===== src/rtl/exc_seq_pkg.sv =====
package exc_seq_pkg;

   localparam int NCAUSE = 7;

   localparam int BIT_CS = 5;
   localparam int BIT_FM = 6;
   localparam int BIT_IM = 7;

   localparam logic [4:0] MD_USR = 5'h10;
   localparam logic [4:0] MD_FIN = 5'h11;
   localparam logic [4:0] MD_IRQ = 5'h12;
   localparam logic [4:0] MD_SUP = 5'h13;
   localparam logic [4:0] MD_ABT = 5'h17;
   localparam logic [4:0] MD_UND = 5'h1B;
   localparam logic [4:0] MD_SYS = 5'h1F;

   // Value equals priority rank: 0 wins.
   typedef enum logic [2:0] {
      CS_RST  = 3'd0,
      CS_DABT = 3'd1,
      CS_FIN  = 3'd2,
      CS_IRQ  = 3'd3,
      CS_FABT = 3'd4,
      CS_UND  = 3'd5,
      CS_SVC  = 3'd6
   } cause_e;

   function automatic logic [4:0] cause_mode(cause_e c);
      case (c)
         CS_RST, CS_SVC:   return MD_SUP;
         CS_DABT, CS_FABT: return MD_ABT;
         CS_FIN:           return MD_FIN;
         CS_IRQ:           return MD_IRQ;
         default:          return MD_UND;
      endcase
   endfunction

   function automatic logic [4:0] cause_off(cause_e c);
      case (c)
         CS_RST:  return 5'h00;
         CS_UND:  return 5'h04;
         CS_SVC:  return 5'h08;
         CS_FABT: return 5'h0C;
         CS_DABT: return 5'h10;
         CS_IRQ:  return 5'h18;
         default: return 5'h1C;
      endcase
   endfunction

   function automatic logic cause_fmask(cause_e c);
      return (c == CS_RST) || (c == CS_FIN);
   endfunction

   function automatic logic mode_banked(logic [4:0] m);
      return (m == MD_FIN) || (m == MD_IRQ) || (m == MD_SUP) ||
             (m == MD_ABT) || (m == MD_UND);
   endfunction

endpackage


===== src/rtl/exc_seq_arb.sv =====
module exc_seq_arb
   import exc_seq_pkg::*;
#(
   parameter int N = NCAUSE
) (
   input  logic [N-1:0] req_i,
   input  logic         irq_mask_i,
   input  logic         fin_mask_i,
   output logic         hit_o,
   output cause_e       cause_o
);

   if (N != NCAUSE) begin : g_bad_n
      $error("exc_seq_arb: N must equal the cause count");
   end

   logic [N-1:0] elig;

   for (genvar g = 0; g < N; g++) begin : g_mask
      if (g == int'(CS_IRQ)) begin : g_irq
         assign elig[g] = req_i[g] & ~irq_mask_i;
      end else if (g == int'(CS_FIN)) begin : g_fin
         assign elig[g] = req_i[g] & ~fin_mask_i;
      end else begin : g_raw
         assign elig[g] = req_i[g];
      end
   end

   always_comb begin
      hit_o   = |elig;
      cause_o = CS_SVC;
      for (int i = N - 1; i >= 0; i--) begin
         if (elig[i]) cause_o = cause_e'(i[2:0]);
      end
   end

endmodule


===== src/rtl/exc_seq_ret.sv =====
module exc_seq_ret
   import exc_seq_pkg::*;
(
   input  logic       eret_i,
   input  logic [4:0] mode_i,
   output logic       ret_ok_o
);

   assign ret_ok_o = eret_i & mode_banked(mode_i);

endmodule


===== src/rtl/exc_seq_wb.sv =====
module exc_seq_wb
   import exc_seq_pkg::*;
#(
   parameter int DATA_W       = 32,
   parameter bit HIGH_VECTORS = 1'b0
) (
   input  logic              clk,
   input  logic              rst_n,
   input  logic              take_i,
   input  cause_e            cause_i,
   input  logic              ret_i,
   input  logic [DATA_W-1:0] st_i,
   input  logic [DATA_W-1:0] sav_i,
   input  logic [DATA_W-1:0] link_i,
   input  logic [DATA_W-1:0] ret_addr_i,
   output logic              busy_o,
   output logic [4:0]        bank_o,
   output logic              sav_we_o,
   output logic [DATA_W-1:0] sav_wdata_o,
   output logic              link_we_o,
   output logic [DATA_W-1:0] link_wdata_o,
   output logic              st_we_o,
   output logic [DATA_W-1:0] st_wdata_o,
   output logic              pc_we_o,
   output logic [DATA_W-1:0] pc_wdata_o
);

   localparam int HI_W = DATA_W - 16;

   logic [DATA_W-1:0] vec_base;
   logic [DATA_W-1:0] entry_st;
   logic [DATA_W-1:0] entry_pc;

   if (HIGH_VECTORS) begin : g_hivec
      assign vec_base = {{HI_W{1'b1}}, 16'h0000};
   end else begin : g_lovec
      assign vec_base = '0;
   end

   always_comb begin
      entry_st         = st_i;
      entry_st[4:0]    = cause_mode(cause_i);
      entry_st[BIT_CS] = 1'b0;
      entry_st[BIT_IM] = 1'b1;
      if (cause_fmask(cause_i)) entry_st[BIT_FM] = 1'b1;
      entry_pc = vec_base | DATA_W'(cause_off(cause_i));
   end

   always_ff @(posedge clk) begin
      if (!rst_n) begin
         busy_o       <= 1'b0;
         bank_o       <= '0;
         sav_we_o     <= 1'b0;
         link_we_o    <= 1'b0;
         st_we_o      <= 1'b0;
         pc_we_o      <= 1'b0;
         sav_wdata_o  <= '0;
         link_wdata_o <= '0;
         st_wdata_o   <= '0;
         pc_wdata_o   <= '0;
      end else begin
         busy_o       <= take_i | ret_i;
         bank_o       <= cause_mode(cause_i);
         sav_we_o     <= take_i;
         link_we_o    <= take_i;
         st_we_o      <= take_i | ret_i;
         pc_we_o      <= take_i | ret_i;
         sav_wdata_o  <= st_i;
         link_wdata_o <= ret_addr_i;
         st_wdata_o   <= take_i ? entry_st : sav_i;
         pc_wdata_o   <= take_i ? entry_pc : link_i;
      end
   end

endmodule


===== src/rtl/exc_seq.sv =====
module exc_seq
   import exc_seq_pkg::*;
#(
   parameter int DATA_W       = 32,
   parameter bit HIGH_VECTORS = 1'b0
) (
   input  logic              clk,
   input  logic              rst_n,
   input  logic              req_reset_i,
   input  logic              req_undef_i,
   input  logic              req_svc_i,
   input  logic              req_fabort_i,
   input  logic              req_dabort_i,
   input  logic              req_irq_i,
   input  logic              req_fint_i,
   input  logic              eret_i,
   input  logic [DATA_W-1:0] status_i,
   input  logic [DATA_W-1:0] saved_i,
   input  logic [DATA_W-1:0] link_i,
   input  logic [DATA_W-1:0] ret_addr_i,
   output logic              busy_o,
   output logic [4:0]        bank_mode_o,
   output logic              sav_we_o,
   output logic [DATA_W-1:0] sav_wdata_o,
   output logic              link_we_o,
   output logic [DATA_W-1:0] link_wdata_o,
   output logic              st_we_o,
   output logic [DATA_W-1:0] st_wdata_o,
   output logic              pc_we_o,
   output logic [DATA_W-1:0] pc_wdata_o
);

   if (DATA_W < 16) begin : g_bad_w
      $error("exc_seq: DATA_W must be at least 16");
   end

   logic [NCAUSE-1:0] req_vec;
   logic              hit;
   cause_e            cause;
   logic              ret_ok;
   logic              take;
   logic              ret_go;

   // Bit index equals priority rank of the cause.
   assign req_vec = {req_svc_i, req_undef_i, req_fabort_i, req_irq_i,
                     req_fint_i, req_dabort_i, req_reset_i};

   exc_seq_arb #(.N(NCAUSE)) arb_i (
      .req_i      (req_vec),
      .irq_mask_i (status_i[BIT_IM]),
      .fin_mask_i (status_i[BIT_FM]),
      .hit_o      (hit),
      .cause_o    (cause)
   );

   exc_seq_ret ret_i (
      .eret_i   (eret_i),
      .mode_i   (status_i[4:0]),
      .ret_ok_o (ret_ok)
   );

   assign take   = hit & ~busy_o;
   assign ret_go = ret_ok & ~hit & ~busy_o;

   exc_seq_wb #(.DATA_W(DATA_W), .HIGH_VECTORS(HIGH_VECTORS)) wb_i (
      .clk          (clk),
      .rst_n        (rst_n),
      .take_i       (take),
      .cause_i      (cause),
      .ret_i        (ret_go),
      .st_i         (status_i),
      .sav_i        (saved_i),
      .link_i       (link_i),
      .ret_addr_i   (ret_addr_i),
      .busy_o       (busy_o),
      .bank_o       (bank_mode_o),
      .sav_we_o     (sav_we_o),
      .sav_wdata_o  (sav_wdata_o),
      .link_we_o    (link_we_o),
      .link_wdata_o (link_wdata_o),
      .st_we_o      (st_we_o),
      .st_wdata_o   (st_wdata_o),
      .pc_we_o      (pc_we_o),
      .pc_wdata_o   (pc_wdata_o)
   );

endmodule


===== config.mk =====
export PLATFORM = sky130hd
export DESIGN_NAME = exc_seq
export DESIGN_NICKNAME = d
export VERILOG_FILES = /design/src/rtl/exc_seq_pkg.sv /design/src/rtl/exc_seq_arb.sv /design/src/rtl/exc_seq_ret.sv /design/src/rtl/exc_seq_wb.sv /design/src/rtl/exc_seq.sv
export SDC_FILE = /design/constraint.sdc
export NUM_CORES = 1
export LEC_CHECK = 0
export BUFFER_PORTS_ARGS = -buffer_cell sky130_fd_sc_hd__buf_2
export CAP_MARGIN = 20
export CELL_PAD_IN_SITES_DETAIL_PLACEMENT = 0
export CELL_PAD_IN_SITES_GLOBAL_PLACEMENT = 2
export CORE_ASPECT_RATIO = 0.5
export CORE_MARGIN = 3
export CORE_UTILIZATION = 24
export CTS_CLUSTER_DIAMETER = 120
export DETAILED_ROUTE_END_ITERATION = 7
export GPL_ROUTABILITY_DRIVEN = 0
export GPL_TIMING_DRIVEN = 0
export PLACE_DENSITY = 0.82
export SYNTH_ARGS = -nofsm -noshare
export SYNTH_HDL_FRONTEND = slang
export SYNTH_SLANG_ARGS = --single-unit
export TNS_END_PERCENT = 5

===== constraint.sdc =====
create_clock -name clk -period 2.45 [get_ports clk]
set_input_delay 0.6125 -clock clk [delete_from_list [all_inputs] [get_ports clk]]
set_output_delay 0.6125 -clock clk [all_outputs]
set_load 0.01 [all_outputs]

## After elaboration in Yosys (flattened, before gate mapping)

Index checks and enable logic that the tools add are counted.

- Output and inout bits: 138
- Register bits: 135
- Word-level logic and storage cells: 53
- Bits of input ports: 138

- Bitwise operators: 12
- Equal/unequal tests: 11
- Mux-type cells: 11
- Reductions and logical operators: 10

Operator list:

| cell | count |
|---|---|
| 32-bit two-way mux | 1 |
| 5-bit one-hot mux with 6 select lines | 1 |
| 5-bit == test, second input constant | 5 |
| 4-bit one-hot mux with 4 select lines | 1 |
| 3-bit two-way mux | 4 |
| 3-bit == test, second input constant | 3 |
| 7-bit OR reduction | 1 |
| 1-bit bitwise AND | 6 |
| 3-bit by 2-bit == test with 1-bit output, second input constant | 2 |
| 2-bit OR reduction | 3 |
| 1-bit logical OR | 5 |
| 5-bit two-way mux | 1 |
| 1-bit inverter | 5 |
| 2-bit two-way mux | 2 |
| 3-bit by 1-bit == test with 1-bit output, second input constant | 1 |
| 3-bit logical NOT | 1 |
| 1-bit two-way mux | 1 |
| 1-bit bitwise OR | 1 |

## Longest topological paths before layout

- Word-level depth: 10
- Mapped depth: 6
- Depth with buffers taken out: 4

## Hierarchy

Synthesis repeated with hierarchy kept, for this count alone.

- Cell total of the unflattened synthesis: 367
- Area total of the unflattened synthesis: 4217.8 µm²

Modules (own cells, without submodules):

| module | times used | sequential area each (µm²) | area each (µm²) | cells an instance |
|---|---|---|---|---|
| exc_seq_wb | 1 | 2702.6 | 4098.9 | 348 |
| exc_seq_arb | 1 | 0.0 | 70.1 | 11 |
| exc_seq_ret | 1 | 0.0 | 30.0 | 6 |
| exc_seq | 1 | 0.0 | 18.8 | 2 |

## Worst setup path after synthesis

No wires, ideal clock.

- Kind: input-to-reg
- From: in status_i[6]
- To: reg wb_i.st_wdata_o[6]
- Path buffers: 0
- Cell stages on the path: 4
- Data required time: 2.320 ns
- Library setup time: 0.130 ns
- Slack: 0.845 ns
- Data arrival time: 1.474 ns
- Cell sequence: nand2b_2 > a41o_4 > a2111oi_0 > nor3_1

- Longest elaborated chain between the ends: 9
- Elaborated cells on any way between the ends: 12
- Those cells by class: eq/ne: 1; mux: 5; bitwise: 3; reduce/logical: 3

Ends and longest elaborated chain:

| item | RTL line | text |
|---|---|---|
| start, declared | exc_seq.sv:17 | `input logic [DATA_W-1:0] status_i,` |
| 1-bit inverter | exc_seq_arb.sv:23 | `assign elig[g] = req_i[g] & ~fin_mask_i;` |
| 1-bit bitwise AND | exc_seq_arb.sv:23 |  |
| 3-bit two-way mux (3 in series) | exc_seq_arb.sv:33 | `if (elig[i]) cause_o = cause_e'(i[2:0]);` |
| 3-bit by 2-bit == test with 1-bit output / 3-bit logical NOT (equally long branches) | exc_seq_pkg.sv:51 | `return (c == CS_RST) \|\| (c == CS_FIN);` |
| 1-bit logical OR | exc_seq_pkg.sv:51 |  |
| 1-bit two-way mux | exc_seq_wb.sv:45 | `if (cause_fmask(cause_i)) entry_st[BIT_FM] = 1'b1;` |
| 32-bit two-way mux (*) | exc_seq_wb.sv:70 | `st_wdata_o <= take_i ? entry_st : sav_i;` |
| end signal, assigned | exc_seq_wb.sv:70 |  |
| end, declared | exc_seq_wb.sv:23 | `output logic [DATA_W-1:0] st_wdata_o,` |

Every way passes the cells marked *; elsewhere a longest branch is shown, timed or not.
A chain may end at the register's enable or synchronous reset.

## Final worst setup path

- From: reg wb_i.st_we_o
- To: out st_we_o

RTL lines:

| item | RTL line | text |
|---|---|---|
| start, declared | exc_seq_wb.sv:22 | `output logic st_we_o,` |
| start signal, assigned | exc_seq_wb.sv:66 | `st_we_o <= take_i \| ret_i;` |
| end, declared | exc_seq.sv:27 | `output logic st_we_o,` |

No word-level cell between the ends.

==> run metrics <==
Synth Area in Compound Gates 0.0386; Fillers 1748; WHS Path Cells 1; H-tree Lvls 4; layout cells sized above 1 0.480; status finished clean; Worst Max-Slew Pin Slew 0.620 ns; first-pass GRT wire length 20.4 mm; final core utilization 0.383; # IOs 276; reg-to-reg critical path startpoint wb_i.st_we_o; GRT Overall Usage 0.143; TritonCTS clock tree yes; Post-Syn Area 4090 um2; row count 33; initial antenna violation count 1; largest net degree at the start of global routing 17; worst skew pair latency 0.41 ns; hold crit path type in2reg; Sum Neg Setup Slack 0 ns; synth warn 0; Clock Tree Root clkbuf_16; Worst setup EP type output port; # resized after CTS 0; clk sinks 135; CP required 1.84 ns; CP Class reg2out; hold path start rst_n; post-route minimum period 1.95 ns; layout overhead on the synthesized area 54.8%; Inst Count DP 883; nets 813; worst vdd ir 0.503 mV; ys async rst share 0; Post-Layout Cell Count 916; Die Area 18700 um2; Multi-input gate area 1240 um2; Register-to-Register Path Depth 4; WL/cell 14.8 um; starting density of the core 0.247; Synth Register Bits 135; Post-CTS Hold Buffers 0; Clock Skew 0.00916 ns; RSZ-0062 raised after global routing no; DRC Markers 0; total grt overflow 0; core box area 16500 um2; Max Clk Rate 512 MHz; Hold Path Sink wb_i.bank_o[4]; Sequential Area 2700 um2; post-DR vias/cell 4.01; Worst R2R Setup Slack 0.94 ns; Initial DRT Pass Iterations 4; max-cap viol count 0; Max Slew Vio Count 0; worst r2r dst wb_i.st_wdata_o[23]; via count 3669; sequential cell area fraction in the yosys report 0.661; hpwl dp 10.5 mm; xor and xnor area share after synthesis 0; Synth cell types 36; top sig layer met4; post-route ant nets 0; CP Max Fanout 10; wire length on met2 7.33 mm; wl on met1 5.48 mm; crit path DAT 1.34 ns; multiplexer share of the synthesized area 0.00275; startpoint types flip-flop; Initial DRC Count 108; Final Cycle Share 0.798; largest family of logic cells by synthesized area simple AND/OR/NAND/NOR gates; Max Root-Sink Buffers 2; Post-Synthesis Cells 381; final hold violation count 0; Total Wirelength 13.6 mm; Clock transition at path regs 0.06 ns; Die W 191 um; Pwr Density 861 nW/um2; port bufs 275; post-synthesis simple-gate area fraction 0.262; static leakage 3.37 nW; Post-Synth Adder-Cell Area 0; CTS Buf Count 17; top_reg_cell synth dfxtp_1; Synth Area per Inst 10.7 um2; met3 wire len 636 um; # setup viols final 0; vias in the first global route 3682; Die Height 98.3 um; setup bufs post-CTS 0; Mapped Nets 519; Slew HR 0.586; Post-synth EDFFs 0
[critical path: stages (launching register included)]
cell	delay, ns
dfxtp_1	0.63
buf_4	0.19
buf_2	0.12
[how the worst max path moves through the flow]
stage	startpoint	to	slack [ns]	depth (start not counted)
3_5_place_dp	rst_n	wb_i.st_wdata_o[2]	0.37	6
5_1_grt	wb_i.st_we_o	st_we_o	0.39	2
3_3_place_gp	status_i[6]	wb_i.st_wdata_o[23]	0.38	6
2_1_floorplan	status_i[6]	wb_i.st_wdata_o[6]	0.85	4
4_1_cts	wb_i.st_we_o	st_we_o	0.46	2
6_report	wb_i.st_we_o	st_we_o	0.50	2
[where the power goes]
group,internal [mW],switching [mW]
Combinational,0.270,0.316
Sequential,2.33,0.0345
Clock,1.45,1.05
[sequential cells by signal, summed over array words and instances (netlist names)]
name / count
wb_i.link_wdata_o: 32
wb_i.sav_we_o: 1
wb_i.pc_wdata_o: 32
wb_i.bank_o: 5
wb_i.st_wdata_o: 32
wb_i.sav_wdata_o: 32
wb_i.st_we_o: 1
[cells in the final DEF, fill, tap and decap left out, drive strengths merged]
cell type	netlist	layout
clkinv	0	5
and2b	1	1
o221a	1	1
bufinv	0	1
nand2b	3	3
a2bb2oi	1	1
diode	0	1
a2111oi	1	1
inv	3	9
a41o	2	2
nand2	53	53
a221oi	1	1
nor2	11	11
buf	12	287
a32o	1	1
clkbuf	14	32
nand3	28	28
o31ai	1	1
a31oi	2	2
a41oi	1	1
nor4	1	1
a21boi	1	1
dfxtp	135	135
nor3	4	4
nor2b	2	2
and3	32	32
o21ai	2	2
mux2	1	1
o311a	1	1
a21oi	2	2
clkinvlp	0	2
and2	64	64
[Yosys cell counts (2+ instances only)]
| library cell | n | area share |
|---|---|---|
| buf_4 | 3 | 0.0055 |
| nand3_1 | 28 | 0.034 |
| a21oi_1 | 2 | 0.0024 |
| nor2_1 | 9 | 0.0083 |
| dfxtp_1 | 135 | 0.66 |
| buf_6 | 2 | 0.0055 |
| buf_2 | 7 | 0.0086 |
| nor3_1 | 3 | 0.0037 |
| clkbuf_1 | 12 | 0.011 |
| clkbuf_2 | 2 | 0.0024 |
| nand2_1 | 53 | 0.049 |
| o21ai_0 | 2 | 0.0024 |
| inv_1 | 3 | 0.0028 |
| a31oi_1 | 2 | 0.0031 |
| and3_1 | 32 | 0.049 |
| nand2b_1 | 2 | 0.0031 |
| and2_1 | 64 | 0.098 |
| nor2b_1 | 2 | 0.0031 |
[layout make-up]
cell class | instances | area share
flip-flops and latches | 135 | 0.427
repair buffers | 275 | 0.218
multi-input cells | 217 | 0.196
clock buffers | 18 | 0.0694
well taps | 227 | 0.0449
clock inverters | 14 | 0.0218
plain buffers | 26 | 0.0214
inverters | 3 | 0.00178
diodes | 1 | 0.000395
[layer usage]
layer  global-route usage  vias to the layer above
met4               0.0490                        0
met3               0.0416                       11
li1                     -                     1835
met2                0.257                       88
met5                    0                        -
met1                0.164                     1735
[kinds of logic (layout without fill, tap and decap cells)]
family / after synthesis / count (layout)
AO/OA/AOI/OAI: 17 / 17
buffers and inverters: 29 / 336
flip-flops: 135 / 135
multiplexers: 1 / 1
other: 0 / 1
AND/OR/NAND/NOR: 199 / 199
[through the flow]
stage	hold slack, ns	worst slack, ns	instance area (um2)	total power [mW]
finish	0.343	0.495	6330	5.45
global route	0.329	0.390	6330	5.71
CTS	0.324	0.458	6320	5.55
detailed placement	0.699	0.373	5750	3.01
global placement	0.699	0.382	5750	3.01
floorplan	0.605	0.845	4090	2.69
Note: power is estimated with default switching activity, not from simulation.
